==> src/rtl/uart_os_rx_pkg.sv <==
package uart_os_rx_pkg;

  typedef enum logic [1:0] {
    RX_IDLE,
    RX_START,
    RX_DATA,
    RX_STOP
  } rx_state_e;

  typedef struct packed {
    logic [7:0] data;
    logic       bit8;
    logic       noisy;
    logic       bad_stop;
  } rx_char_t;

  function automatic logic maj3(input logic a, input logic b, input logic c);
    return (a & b) | (a & c) | (b & c);
  endfunction

  function automatic logic split3(input logic a, input logic b, input logic c);
    return (a ^ b) | (b ^ c);
  endfunction

endpackage

==> src/rtl/uart_os_rx_sampler.sv <==
module uart_os_rx_sampler #(
  parameter int SYNC_STAGES = 2
) (
  input  logic       clk,
  input  logic       rst_n,
  input  logic       tick,
  input  logic       rx_line,
  output logic       samp_stb,
  output logic       samp_val,
  output logic [2:0] prior3
);

  logic [SYNC_STAGES-1:0] stage_q;
  logic [2:0]             prior3_d;

  for (genvar i = 0; i < SYNC_STAGES; i++) begin : g_sync
    if (i == 0) begin : g_first
      always_ff @(posedge clk or negedge rst_n) begin
        if (!rst_n) stage_q[0] <= 1'b0;
        else        stage_q[0] <= rx_line;
      end
    end else begin : g_next
      always_ff @(posedge clk or negedge rst_n) begin
        if (!rst_n) stage_q[i] <= 1'b0;
        else        stage_q[i] <= stage_q[i-1];
      end
    end
  end

  assign samp_stb = tick;
  assign samp_val = stage_q[SYNC_STAGES-1];

  always_comb begin
    prior3_d = prior3;
    if (tick) prior3_d = {prior3[1:0], samp_val};
  end

  always_ff @(posedge clk or negedge rst_n) begin
    if (!rst_n) prior3 <= 3'b000;
    else        prior3 <= prior3_d;
  end

endmodule

==> src/rtl/uart_os_rx_framer.sv <==
module uart_os_rx_framer
  import uart_os_rx_pkg::*;
#(
  parameter int OSR = 16
) (
  input  logic       clk,
  input  logic       rst_n,
  input  logic       rx_en,
  input  logic       len9,
  input  logic       samp_stb,
  input  logic       samp_val,
  input  logic [2:0] prior3,
  output logic       in_idle,
  output logic       char_done,
  output rx_char_t   char_q
);

  localparam int CW = $clog2(OSR + 1);
  localparam logic [CW-1:0] CHK_A  = CW'(OSR / 2 - 5);
  localparam logic [CW-1:0] CHK_B  = CW'(OSR / 2 - 3);
  localparam logic [CW-1:0] CHK_C  = CW'(OSR / 2 - 1);
  localparam logic [CW-1:0] VOTE_A = CW'(OSR / 2);
  localparam logic [CW-1:0] VOTE_B = CW'(OSR / 2 + 1);
  localparam logic [CW-1:0] VOTE_C = CW'(OSR / 2 + 2);
  localparam logic [CW-1:0] LAST_S = CW'(OSR);

  rx_state_e      state_q, state_d;
  logic [CW-1:0]  cnt_q, cnt_d, idx;
  logic [3:0]     bitn_q, bitn_d, last_bit;
  logic [8:0]     sh_q, sh_d;
  logic           va_q, va_d, vb_q, vb_d;
  logic           noise_q, noise_d;
  logic           mode9_q, mode9_d;
  logic           done_d;
  rx_char_t       char_d;
  logic           vote, split;

  assign idx      = cnt_q + 1'b1;
  assign vote     = maj3(va_q, vb_q, samp_val);
  assign split    = split3(va_q, vb_q, samp_val);
  assign last_bit = mode9_q ? 4'd8 : 4'd7;
  assign in_idle  = (state_q == RX_IDLE) && rx_en;

  always_comb begin
    state_d = state_q;
    cnt_d   = cnt_q;
    bitn_d  = bitn_q;
    sh_d    = sh_q;
    va_d    = va_q;
    vb_d    = vb_q;
    noise_d = noise_q;
    mode9_d = mode9_q;
    done_d  = 1'b0;
    char_d  = char_q;
    unique case (state_q)
      RX_IDLE: begin
        if (samp_stb && !samp_val && prior3 == 3'b111) begin
          state_d = RX_START;
          cnt_d   = CW'(1);
          bitn_d  = 4'd0;
          noise_d = 1'b0;
          mode9_d = len9;
        end
      end
      RX_START: begin
        if (samp_stb) begin
          cnt_d = idx;
          if (idx == CHK_A) va_d = samp_val;
          if (idx == CHK_B) vb_d = samp_val;
          if (idx == CHK_C) begin
            if (vote) state_d = RX_IDLE;
            else      noise_d = noise_q | split;
          end
          if (idx == LAST_S) begin
            cnt_d   = '0;
            state_d = RX_DATA;
          end
        end
      end
      RX_DATA: begin
        if (samp_stb) begin
          cnt_d = idx;
          if (idx == VOTE_A) va_d = samp_val;
          if (idx == VOTE_B) vb_d = samp_val;
          if (idx == VOTE_C) begin
            sh_d    = {vote, sh_q[8:1]};
            noise_d = noise_q | split;
          end
          if (idx == LAST_S) begin
            cnt_d = '0;
            if (bitn_q == last_bit) begin
              state_d = RX_STOP;
              bitn_d  = 4'd0;
            end else begin
              bitn_d = bitn_q + 4'd1;
            end
          end
        end
      end
      RX_STOP: begin
        if (samp_stb) begin
          cnt_d = idx;
          if (idx == VOTE_A) va_d = samp_val;
          if (idx == VOTE_B) vb_d = samp_val;
          if (idx == VOTE_C) begin
            done_d          = 1'b1;
            char_d.data     = mode9_q ? sh_q[7:0] : sh_q[8:1];
            char_d.bit8     = mode9_q & sh_q[8];
            char_d.noisy    = noise_q | split;
            char_d.bad_stop = ~vote;
            state_d         = RX_IDLE;
          end
        end
      end
      default: state_d = RX_IDLE;
    endcase
    if (!rx_en) begin
      state_d = RX_IDLE;
      done_d  = 1'b0;
    end
  end

  always_ff @(posedge clk or negedge rst_n) begin
    if (!rst_n) begin
      state_q   <= RX_IDLE;
      cnt_q     <= '0;
      bitn_q    <= '0;
      sh_q      <= '0;
      va_q      <= 1'b0;
      vb_q      <= 1'b0;
      noise_q   <= 1'b0;
      mode9_q   <= 1'b0;
      char_done <= 1'b0;
      char_q    <= '0;
    end else begin
      state_q   <= state_d;
      cnt_q     <= cnt_d;
      bitn_q    <= bitn_d;
      sh_q      <= sh_d;
      va_q      <= va_d;
      vb_q      <= vb_d;
      noise_q   <= noise_d;
      mode9_q   <= mode9_d;
      char_done <= done_d;
      char_q    <= char_d;
    end
  end

endmodule

==> src/rtl/uart_os_rx_idle.sv <==
module uart_os_rx_idle #(
  parameter int OSR = 16
) (
  input  logic clk,
  input  logic rst_n,
  input  logic samp_stb,
  input  logic samp_val,
  input  logic in_idle,
  input  logic char_done,
  input  logic len9,
  output logic idle_evt
);

  localparam int LIM8 = 10 * OSR;
  localparam int LIM9 = 11 * OSR;
  localparam int CW   = $clog2(LIM9 + 1);

  logic [CW-1:0] cnt_q, cnt_d, lim_m1;
  logic          armed_q, armed_d, evt_d;

  assign lim_m1 = len9 ? CW'(LIM9 - 1) : CW'(LIM8 - 1);

  always_comb begin
    cnt_d   = cnt_q;
    armed_d = armed_q;
    evt_d   = 1'b0;
    if (char_done) begin
      armed_d = 1'b1;
      cnt_d   = '0;
    end else if (!in_idle) begin
      cnt_d = '0;
    end else if (samp_stb) begin
      if (!samp_val) begin
        cnt_d = '0;
      end else if (armed_q) begin
        if (cnt_q == lim_m1) begin
          evt_d   = 1'b1;
          armed_d = 1'b0;
          cnt_d   = '0;
        end else begin
          cnt_d = cnt_q + 1'b1;
        end
      end
    end
  end

  always_ff @(posedge clk or negedge rst_n) begin
    if (!rst_n) begin
      cnt_q    <= '0;
      armed_q  <= 1'b0;
      idle_evt <= 1'b0;
    end else begin
      cnt_q    <= cnt_d;
      armed_q  <= armed_d;
      idle_evt <= evt_d;
    end
  end

endmodule

==> src/rtl/uart_os_rx_status.sv <==
module uart_os_rx_status
  import uart_os_rx_pkg::*;
(
  input  logic       clk,
  input  logic       rst_n,
  input  logic       char_done,
  input  rx_char_t   char_in,
  input  logic       idle_evt,
  input  logic       rd_status,
  input  logic       rd_data,
  input  logic       ien_rx,
  input  logic       ien_idle,
  output logic [7:0] data_out,
  output logic       bit8_out,
  output logic       flag_full,
  output logic       flag_ovr,
  output logic       flag_noise,
  output logic       flag_frame,
  output logic       flag_idle,
  output logic       irq
);

  logic       clr, armed_q, armed_d;
  logic [7:0] data_d;
  logic       bit8_d, full_d, ovr_d, noise_d, frame_d, idle_d;

  assign clr = rd_data & armed_q;

  always_comb begin
    armed_d = armed_q;
    if (rd_data)        armed_d = 1'b0;
    else if (rd_status) armed_d = 1'b1;

    data_d  = data_out;
    bit8_d  = bit8_out;
    full_d  = flag_full  & ~clr;
    ovr_d   = flag_ovr   & ~clr;
    noise_d = flag_noise & ~clr;
    frame_d = flag_frame & ~clr;
    idle_d  = flag_idle  & ~clr;

    if (char_done) begin
      if (full_d) begin
        ovr_d = 1'b1;
      end else begin
        full_d  = 1'b1;
        data_d  = char_in.data;
        bit8_d  = char_in.bit8;
        noise_d = char_in.noisy;
        frame_d = char_in.bad_stop;
      end
    end
    if (idle_evt) idle_d = 1'b1;
  end

  always_ff @(posedge clk or negedge rst_n) begin
    if (!rst_n) begin
      armed_q    <= 1'b0;
      data_out   <= '0;
      bit8_out   <= 1'b0;
      flag_full  <= 1'b0;
      flag_ovr   <= 1'b0;
      flag_noise <= 1'b0;
      flag_frame <= 1'b0;
      flag_idle  <= 1'b0;
    end else begin
      armed_q    <= armed_d;
      data_out   <= data_d;
      bit8_out   <= bit8_d;
      flag_full  <= full_d;
      flag_ovr   <= ovr_d;
      flag_noise <= noise_d;
      flag_frame <= frame_d;
      flag_idle  <= idle_d;
    end
  end

  assign irq = (ien_rx & (flag_full | flag_ovr)) | (ien_idle & flag_idle);

endmodule

==> src/rtl/uart_os_rx.sv <==
module uart_os_rx
  import uart_os_rx_pkg::*;
#(
  parameter int OSR         = 16,
  parameter int SYNC_STAGES = 2
) (
  input  logic       clk,
  input  logic       rst_n,
  input  logic       tick16,
  input  logic       rx_line,
  input  logic       rx_en,
  input  logic       len9,
  input  logic       rd_status,
  input  logic       rd_data,
  input  logic       ien_rx,
  input  logic       ien_idle,
  output logic [7:0] data_out,
  output logic       bit8_out,
  output logic       flag_full,
  output logic       flag_ovr,
  output logic       flag_noise,
  output logic       flag_frame,
  output logic       flag_idle,
  output logic       irq
);

  logic       samp_stb, samp_val, in_idle, char_done, idle_evt;
  logic [2:0] prior3;
  rx_char_t   char_q;

  uart_os_rx_sampler #(.SYNC_STAGES(SYNC_STAGES)) u_sampler (
    .clk(clk), .rst_n(rst_n), .tick(tick16), .rx_line(rx_line),
    .samp_stb(samp_stb), .samp_val(samp_val), .prior3(prior3)
  );

  uart_os_rx_framer #(.OSR(OSR)) u_framer (
    .clk(clk), .rst_n(rst_n), .rx_en(rx_en), .len9(len9),
    .samp_stb(samp_stb), .samp_val(samp_val), .prior3(prior3),
    .in_idle(in_idle), .char_done(char_done), .char_q(char_q)
  );

  uart_os_rx_idle #(.OSR(OSR)) u_idle (
    .clk(clk), .rst_n(rst_n), .samp_stb(samp_stb), .samp_val(samp_val),
    .in_idle(in_idle), .char_done(char_done), .len9(len9), .idle_evt(idle_evt)
  );

  uart_os_rx_status u_status (
    .clk(clk), .rst_n(rst_n), .char_done(char_done), .char_in(char_q),
    .idle_evt(idle_evt), .rd_status(rd_status), .rd_data(rd_data),
    .ien_rx(ien_rx), .ien_idle(ien_idle),
    .data_out(data_out), .bit8_out(bit8_out), .flag_full(flag_full),
    .flag_ovr(flag_ovr), .flag_noise(flag_noise), .flag_frame(flag_frame),
    .flag_idle(flag_idle), .irq(irq)
  );

endmodule

==> config.mk <==
export PLATFORM = sky130hd
export DESIGN_NAME = uart_os_rx
export DESIGN_NICKNAME = d
export VERILOG_FILES = /design/src/rtl/uart_os_rx_pkg.sv /design/src/rtl/uart_os_rx_sampler.sv /design/src/rtl/uart_os_rx_framer.sv /design/src/rtl/uart_os_rx_idle.sv /design/src/rtl/uart_os_rx_status.sv /design/src/rtl/uart_os_rx.sv
export SDC_FILE = /design/constraint.sdc
export NUM_CORES = 1
export LEC_CHECK = 0
export ABC_AREA = 1
export BUFFER_PORTS_ARGS = -buffer_cell sky130_fd_sc_hd__buf_4
export CAP_MARGIN = 20
export CORE_AREA = 2 2 79 81
export DETAILED_ROUTE_END_ITERATION = 10
export DIE_AREA = 0 0 81 83
export PLACE_DENSITY = 0.73
export SYNTH_ARGS = -nofsm -noshare
export SYNTH_HDL_FRONTEND = slang
export SYNTH_SLANG_ARGS = --single-unit
==> constraint.sdc <==
create_clock -name clk -period 3.3 [get_ports clk]
set_clock_uncertainty 0.15 [all_clocks]
set_input_delay 0.165 -clock clk [delete_from_list [all_inputs] [get_ports clk]]
set_output_delay 0.165 -clock clk [all_outputs]
set_load 0.1 [all_outputs]
Yosys cells after proc, flatten, opt, wreduce, memory -nomap -nowiden

Index checks and enable logic that the tools add are counted.

Bits in registers: 66
Bits of input ports: 10
Output and inout bits: 15
Logic and storage cells: 191

$add $sub $neg: 3
Equal/unequal tests: 38
Muxes and demuxes: 74
Bitwise logic cells: 23
Reduce and logical (&&, ||, !) cells: 26

Operators with widths:

| cell                                                                    | number |
|---|---|
| 8-bit two-way mux                                                       | 7 |
| 1-bit two-way mux                                                       | 40 |
| 2-bit two-way mux                                                       | 11 |
| 4-bit two-way mux                                                       | 5 |
| 5-bit two-way mux                                                       | 4 |
| 2-bit by 1-bit inequality test with 1-bit output, second input constant | 9 |
| 5-bit by 4-bit equality test with 1-bit output, second input constant   | 3 |
| 3-bit inequality test, second input constant                            | 5 |
| 5-bit one-hot mux with 3 select lines                                   | 1 |
| 1-bit AND                                                               | 12 |
| 3-bit AND reduction                                                     | 4 |
| 2-bit nonzero test                                                      | 6 |
| 5-bit by 3-bit equality test with 1-bit output, second input constant   | 2 |
| 2-bit inequality test, second input constant                            | 5 |
| 5-bit AND reduction                                                     | 2 |
| 3-bit by 2-bit inequality test with 1-bit output, second input constant | 3 |
| 9-bit AND reduction                                                     | 1 |
| 8-bit by 1-bit adder with 8-bit output, second input constant           | 1 |
| 8-bit equality test                                                     | 1 |
| 4-bit by 2-bit inequality test with 1-bit output, second input constant | 2 |
| 2-bit one-hot mux with 4 select lines                                   | 1 |
| 4-bit one-hot mux with 2 select lines                                   | 1 |
| 7-bit AND reduction                                                     | 1 |
| 6-bit two-way mux                                                       | 1 |
| 21 further kinds                                                        | 36 |

Logic depth before layout (Yosys ltp)

Gate-level depths: netlist of run 1.

Depth in word-level cells: 9
Depth in mapped cells: 12
Depth with buffers taken out: 11

By module

Synthesis of run 1 repeated with hierarchy kept, for this count alone.

Cell total of the unflattened synthesis: 453
Area, all modules: 3667.3 um^2

By module, submodules not included:

| module             | times used | cells an instance | area each (um^2) | seq. area each (um^2) |
|---|---|---|---|---|
| uart_os_rx_framer  | 1          | 278               | 2175.8           | 900.9 |
| uart_os_rx_idle    | 1          | 93                | 685.7            | 250.2 |
| uart_os_rx_status  | 1          | 66                | 635.6            | 375.4 |
| uart_os_rx_sampler | 1          | 16                | 170.2            | 125.1 |

Worst setup path before layout of run 1

OpenSTA, ideal clock, no wires.

Path type: reg-to-output
From: reg u_status.flag_full
To: out irq
Data arrival time: 1.795 ns
Data required time: 2.985 ns
Path slack: 1.190 ns
Stages on the path, launching flop included: 3
Buffers on the path: 0
Cell sequence: dfrtp_1 > o21ai_0 > nand2_1

Word-level cells in the longest chain between the ends: 3

Ends and longest elaborated chain:

| what                   | RTL line                | source |
|---|---|---|
| from (decl)            | uart_os_rx_status.sv:15 | `output logic flag_full,` |
| from (signal assigned) | uart_os_rx_status.sv:70 | `flag_full <= full_d;` |
| 1-bit OR               | uart_os_rx_status.sv:78 | `assign irq = (ien_rx & (flag_full \| flag_ovr)) \| (ien_idle & flag_idle);` |
| 1-bit AND              | uart_os_rx_status.sv:78 |  |
| 1-bit OR               | uart_os_rx_status.sv:78 |  |
| to (decl)              | uart_os_rx.sv:24        | `output logic irq` |

No other way between the ends.

Worst setup path in the final report of run 1

From: reg u_framer.state_q[1]
To: reg u_idle.cnt_q[6]

Word-level cells in the longest chain between the ends: 4
Elaborated cells between the ends (all ways): 7
Those cells by class: eq/ne: 2; mux: 2; reduce/logical: 3

Ends and longest elaborated chain:

| what                                                                      | RTL line                 | source |
|---|---|---|
| from (decl)                                                               | uart_os_rx_framer.sv:27  | `rx_state_e state_q, state_d;` |
| from (signal assigned)                                                    | uart_os_rx_framer.sv:136 | `state_q <= state_d;` |
| 2-bit logical NOT (*)                                                     | uart_os_rx_framer.sv:42  | `assign in_idle = (state_q == RX_IDLE) && rx_en;` |
| 1-bit logical AND (*)                                                     | uart_os_rx_framer.sv:42  |  |
| 4-bit inequality test (no source line), or another cell as far along      | --                       |  |
| 2-bit AND reduction (no source line) or 8-bit two-way mux (tied branches) | --                       |  |
| to (signal assigned)                                                      | uart_os_rx_idle.sv:53    | `cnt_q <= cnt_d;` |
| to (decl)                                                                 | uart_os_rx_idle.sv:18    | `logic [CW-1:0] cnt_q, cnt_d, lim_m1;` |

Mark *: on every way between the ends. The rest lies on a longest branch, timed or not.
A chain may end at the register's enable or synchronous reset.

==> results of run 1 <==
-- Yosys cell counts --
master,count
nand2_1,103
dfrtp_1,66
inv_1,57
o21ai_0,45
nor2_1,25
nand3_1,24
ha_1,13
o21ai_1,13
nor3_1,12
a21oi_1,10
nand4_1,10
o211ai_1,8
buf_2,3
clkbuf_1,3
nand3_4,2
nor2_8,2
xor2_1,2
a21o_1,1
a21oi_2,1
and2_1,1
and3_1,1
buf_4,1
buf_6,1
buf_8,1
inv_2,1
inv_4,1
nand2_2,1
nand2_4,1
nand3_2,1
nor3b_1,1
o21ai_2,1
o22ai_1,1
xnor2_1,1
-- worst paths after layout --
check                                                 endpoint  slack [ns]  cells after the start
worst max-delay path               u_idle.cnt_q[6]$_DFFE_PN0P_        1.12                      8
worst min-delay path              u_framer.char_done$_DFF_PN0_        0.04                      3
worst max register to register     u_idle.cnt_q[6]$_DFFE_PN0P_        1.12                      8
worst min register to register    u_sampler.samp_val$_DFF_PN0_        0.20                      0
max in group asynchronous            u_framer.vb_q$_DFFE_PN0P_        2.17                      2
min in group asynchronous       u_framer.bitn_q[3]$_DFFE_PN0P_        0.31                      2
-- final cells by class --
cell class              instances  area [sq um]
clock buffers                   9           124
flip-flops and latches         66          1650
repair buffers                 30           240
well taps                      75          93.8
inverters                      59           224
fillers                       513          1940
clock inverters                 7          76.3
multi-input cells             280          1470
-- where the power goes --
group	internal, mW	switching, mW	leakage (nW)	total, mW
Sequential	0.892	0.0998	0.838	0.992
Combinational	0.196	0.410	1.02	0.605
Clock	0.354	0.338	0.0962	0.692
Total	1.44	0.848	1.95	2.29
-- cells in the final DEF, fill, tap and decap left out, types with 2 or more instances in the layout --
master / Yosys / layout
a21oi_1: 10 / 10
o21ai_1: 13 / 13
inv_6: 0 / 2
o211ai_1: 8 / 8
inv_1: 57 / 57
clkbuf_8: 0 / 9
clkinvlp_4: 0 / 2
dlygate4sd3_1: 0 / 6
buf_4: 1 / 24
ha_1: 13 / 13
nand3_4: 2 / 2
xor2_1: 2 / 2
dfrtp_1: 66 / 66
nor2_8: 2 / 2
nand4_1: 10 / 10
nand2_1: 103 / 103
nor3_1: 12 / 12
o21ai_0: 45 / 45
nor2_1: 25 / 25
nand3_1: 24 / 24
-- registers in the layout, summed over array words and instances (netlist names), 2 cells and up --
signal and cells:
u_idle.cnt_q 8, u_framer.state_q 2, u_framer.cnt_q 5, u_framer.sh_q 9
u_framer.bitn_q 4, u_framer.char_q 11, u_sampler.prior3 3, u_status.data_out 8
-- kinds of logic after synthesis --
kind of cell             synth area share, %
XOR/XNOR                               0.772
AO/OA/AOI/OAI                           12.7
adder cells (fa/ha/maj)                 4.78
buffers and inverters                   8.35
AND/OR/NAND/NOR                         24.9
flip-flops                              48.5
-- timing repair --
| action | CTS | global route |
|---|---|---|
| hold endpoints to repair | 71 | 0 |
| endpoints found under the setup margin | 0 | 0 |
| gates resized for setup | 0 | 0 |
| hold buffers | 6 | 0 |
-- metal layers --
metal / part of all wire [%] / track usage [%] / vias up
met2: 48 / 36.7 / 44
met4: 1.8 / 9.24 / 0
met1: 47 / 29.6 / 1300
li1: - / - / 1413
met3: 3.4 / 4.89 / 13
met5: 0 / 0 / -
-- worst max-delay path, delay by kind of cell (launching register included) --
family | cells | cell delay [ns]
and+or+nand+nor | 4 | 0.88
buffers and inverters | 3 | 0.35
DFF | 1 | 0.45
adders and majority gates | 1 | 0.25
==> impl_metrics.env, run 1 <==
export IMPL_arrival_ns=2.29
export IMPL_dpl_cell_count=504
export IMPL_slowest_stage="dfrtp_1"
export IMPL_dp_slack_ns=1.15
export IMPL_viasPerCell=5.27
export IMPL_ys_warn_count=0
export IMPL_ys_types=33
export IMPL_ir_drop_mv=0.363
export IMPL_fin_tns_setup_ns=0
export IMPL_htreeDepth=3
export IMPL_yosysTopAreaCell="dfrtp_1"
export IMPL_power_density_nw_per_um2=591
export IMPL_die_area_sq_um=6720
export IMPL_grt_remaining_overflow=0
export IMPL_power_mw=2.29
export IMPL_reg2reg_from="u_framer.state_q[1]$_DFFE_PN0P_"
export IMPL_holdWs_ns=0.0404
export IMPL_avgSynthCellArea_sq_um=8.22
export IMPL_port_buffers=24
export IMPL_rsz0062_at_grt="no"
export IMPL_grt_pass1_wl_um=12100
export IMPL_fin_cells=526
export IMPL_startpoint_type="register"
export IMPL_synthTopCellsByArea="dfrtp_1 49%, nand2_1 11%, o21ai_0 6.6%, inv_1 6.3%, ha_1 4.8%"
export IMPL_gp_congestion=0.927
export IMPL_final_cell_area_sq_um=3880
export IMPL_areaGrowthSynthToFinish_pct=13.9
export IMPL_finalCritPeriodShare_pct=65.9
export IMPL_path_clk_slew_ns=0.08
export IMPL_clock_sinks=66
export IMPL_grt_max_degree=67
export IMPL_fin_nets=469
export IMPL_die_h_um=83
export IMPL_crit_chain="inv_1 -> ha_1 -> inv_1 -> nor3_1 -> nand2_1 -> nand2_1 -> inv_1 -> nor3_1"
export IMPL_route_detailed_drc=0
export IMPL_ys_seq_area_share_pct=48.5
export IMPL_clk_path_buf_depth=2
export IMPL_wirelength_um=6720
export IMPL_cts_root_buffer="clkbuf_8"
export IMPL_maxCapViolCount=0
export IMPL_vias=2770
export IMPL_relSlewSlack_pct=46.3
export IMPL_status="completed"
export IMPL_dpl_instance_area_sq_um=3620
export IMPL_core_area_sq_um=5820
export IMPL_hold_class="primary input to register"
export IMPL_path_class="register to register"
export IMPL_path_common_cell="inv_1"
export IMPL_critPathLaunch="u_framer.state_q[1]$_DFFE_PN0P_"
export IMPL_fin_ws_ns=1.12
export IMPL_grt_pass1_vias=2766
export IMPL_rows=28
export IMPL_start_util_pct=58.5
export IMPL_post_cts_buffers=0
export IMPL_grt_use_total_pct=22.8
export IMPL_ys_ff_latch=66
export IMPL_die_w_um=81
export IMPL_drv_slew=0
export IMPL_crit_path_max_fanout=12
export IMPL_routedWlPerCell_um=12.8
export IMPL_timing_fmax_mhz=460
export IMPL_cts_tree="built"
export IMPL_io_pins=25
export IMPL_syn_instance_count=414
export IMPL_p_leak_nw=1.95
export IMPL_antenna_cells=0
export IMPL_antenna_found_initial=0
export IMPL_max_stage_delay_ns=0.45
export IMPL_min_from="rx_en"
export IMPL_min_period_ns=2.18
export IMPL_cts_buffers=9
export IMPL_drt_iter0_drc=118
export IMPL_endpoint_kind="register"
export IMPL_syn_area_sq_um=3400
export IMPL_drive_gt1_share_pct=11.3
export IMPL_ant_nets=0
export IMPL_yosysTopAreaCellShare_pct=48.5
export IMPL_setup_violations=0
export IMPL_clock_latency_ns=0.35
export IMPL_first_pass_iters=4
export IMPL_cp_required_ns=3.41
export IMPL_worst_pin_slew_ns=0.805
export IMPL_place_hpwl_um=4740
export IMPL_final_hold_viol_count=0
export IMPL_utilization_pct=66.7
export IMPL_syn_num_nets=437
Note: power is estimated with default switching activity, not from simulation.
==> inputs of run 2 (changes only) <==
--- a/config.mk
+++ b/config.mk
@@ -8,10 +8,10 @@
 export ABC_AREA = 1
 export BUFFER_PORTS_ARGS = -buffer_cell sky130_fd_sc_hd__buf_4
 export CAP_MARGIN = 20
-export CORE_AREA = 2 2 79 81
+export CORE_AREA = 2 2 83 85
 export DETAILED_ROUTE_END_ITERATION = 10
-export DIE_AREA = 0 0 81 83
-export PLACE_DENSITY = 0.73
+export DIE_AREA = 0 0 85 87
+export PLACE_DENSITY = 0.7
 export SYNTH_ARGS = -nofsm -noshare
 export SYNTH_HDL_FRONTEND = slang
 export SYNTH_SLANG_ARGS = --single-unit
==> constraint.sdc (replaced) <==
create_clock -name clk -period 1.95 [get_ports clk]
set_clock_uncertainty 0.15 [all_clocks]
set_input_delay 0.0975 -clock clk [delete_from_list [all_inputs] [get_ports clk]]
set_output_delay 0.0975 -clock clk [all_outputs]
set_load 0.1 [all_outputs]
==> run 2 against run 1 <==
Hold slack improved by 0.040 ns. Final area increased by 7.8%. Critical endpoint is now u_framer.state_q[1]$_DFFE_PN0P_. Sequential cell count unchanged. Cell count increased by 6.5%. Non-clock buffer count increased by 27. Global-route usage decreased by 2.9 points. Utilization decreased by 3.0 points. Via count increased by 3.0%.
==> impl_metrics.env, run 2 (synthesis gave the netlist of run 1 again) <==
export IMPL_drv_slew=0
export IMPL_clock_sinks=66
export IMPL_die_w_um=85
export IMPL_clk_path_buf_depth=2
export IMPL_areaGrowthSynthToFinish_pct=22.8
export IMPL_relSlewSlack_pct=72.5
export IMPL_path_class="register to register"
export IMPL_grt_pass1_vias=2646
export IMPL_power_density_nw_per_um2=981
export IMPL_holdWs_ns=0.0799
export IMPL_crit_path_max_fanout=5
export IMPL_startpoint_type="register"
export IMPL_drt_iter0_drc=81
export IMPL_timing_fmax_mhz=535
export IMPL_antenna_cells=0
export IMPL_wirelength_um=6860
export IMPL_hold_class="primary input to asynchronous set/reset pin"
export IMPL_nFillCells=550
export IMPL_multiInputGateArea_sq_um=1540
export IMPL_die_area_sq_um=7400
export IMPL_ir_drop_mv=0.616
export IMPL_cts_buffers=9
export IMPL_routedWlPerCell_um=12.2
export IMPL_core_area_sq_um=6570
export IMPL_min_period_ns=1.87
export IMPL_dpl_instance_area_sq_um=3820
export IMPL_cp_required_ns=2.04
export IMPL_final_hold_viol_count=0
export IMPL_route_detailed_drc=0
export IMPL_clock_latency_ns=0.34
export IMPL_place_hpwl_um=4980
export IMPL_io_pins=25
export IMPL_setup_violations=0
export IMPL_largest_register_ffs=11
export IMPL_status="completed"
export IMPL_vias=2853
export IMPL_htreeDepth=3
export IMPL_fin_cells=560
export IMPL_first_pass_iters=4
export IMPL_cts_tree="built"
export IMPL_port_buffers=24
export IMPL_fin_nets=498
export IMPL_largestRegisters="u_framer.char_q (11), u_framer.sh_q (9)"
export IMPL_gp_congestion=0.944
export IMPL_die_h_um=87
export IMPL_cts_root_buffer="clkbuf_8"
export IMPL_endpoint_kind="register"
export IMPL_path_clk_slew_ns=0.08
export IMPL_regMostFlops="u_framer.char_q"
export IMPL_finalCritPeriodShare_pct=95.8
export IMPL_ant_nets=0
export IMPL_dp_slack_ns=-0.102
export IMPL_final_cell_area_sq_um=4180
export IMPL_rows=30
export IMPL_grt_remaining_overflow=0
export IMPL_antenna_found_initial=0
export IMPL_grt_max_degree=36
export IMPL_maxCapViolCount=0
export IMPL_arrival_ns=1.96
export IMPL_p_leak_nw=2.09
export IMPL_dpl_cell_count=533
export IMPL_grt_use_total_pct=19.9
export IMPL_grt_pass1_wl_um=11700
export IMPL_final_common_cell="nand2_1"
export IMPL_seq_area_sq_um=1650
export IMPL_viasPerCell=5.09
export IMPL_worst_pin_slew_ns=0.413
export IMPL_fin_ws_ns=0.0810
export IMPL_start_util_pct=51.8
export IMPL_drive_gt1_share_pct=19.0
export IMPL_mostFrequentLayoutCells="101 x nand2_1, 65 x dfrtp_1, 57 x inv_1, 49 x buf_4, 42 x o21ai_0"
run 2: final timing paths:
| check | from | end | slack, ns | cells after the start |
|---|---|---|---|---|
| worst max-delay path | u_framer.cnt_q[0]$_DFFE_PN0P_ | u_framer.state_q[1]$_DFFE_PN0P_ | 0.08 | 9 |
| worst min-delay path | rst_n | u_framer.char_q[7]$_DFFE_PN0P_ | 0.08 | 2 |
| worst max register to register | u_framer.cnt_q[0]$_DFFE_PN0P_ | u_framer.state_q[1]$_DFFE_PN0P_ | 0.08 | 9 |
| worst min register to register | u_sampler.stage_q[0]$_DFF_PN0_ | u_sampler.samp_val$_DFF_PN0_ | 0.20 | 0 |
| max in group asynchronous | rst_n | u_framer.cnt_q[0]$_DFFE_PN0P_ | 1.04 | 3 |
| min in group clk | u_sampler.stage_q[0]$_DFF_PN0_ | u_sampler.samp_val$_DFF_PN0_ | 0.20 | 0 |
run 2: critical path, cell delays in order (launching register included):
cell     delay, ns
dfrtp_2       0.45
ha_4          0.18
nand3_1       0.09
nand2_2       0.07
a21oi_1       0.31
nand3_1       0.14
nand2_1       0.14
nand3_1       0.11
nand2_1       0.07
nand2_1       0.06
run 2: per-layer routing:
metal  vias up  wire [um]  part of all wire [%]  track usage, %
met2        45       3320                    48            32.9
li1       1481          -                     -               -
met5         -          0                     0               0
met1      1315       3210                    47            25.8
met3        12        185                   2.7            3.41
met4         0        138                   2.0            8.37
run 2: power by group:
group	internal, mW	switching (mW)	total [mW]
logic	0.494	0.802	1.30
registers	1.51	0.120	1.63
clock network	0.599	0.573	1.17
total	2.61	1.50	4.10
run 2: through the flow:
stage,util (%),setup TNS (ns),power (mW)
after global placement,58.1,0,2.84
after CTS,62.6,0,4.07
final,63.6,0,4.10
after global routing,63.6,-0.132,4.38
after detailed placement,58.1,-0.484,2.86
after floorplan,-,0,2.44
run 2: area by class of cell:
class                           count  area share (%)
Clock buffer                        9            2.96
Clock inverter                      7            1.83
Inverter                           59            5.36
Multi-Input combinational cell    282            36.9
Sequential cell                    66            39.6
Tap cell                           80            2.40
Timing Repair Buffer               57            11.0
run 2: timing repair:
item,CTS,global route
endpoints found under the setup margin,15,40
cloned,2,0
hold buffers,7,0
hold endpoints to repair,77,0
setup buffers,0,2
pin swaps,1,6
gates resized for setup,2,14
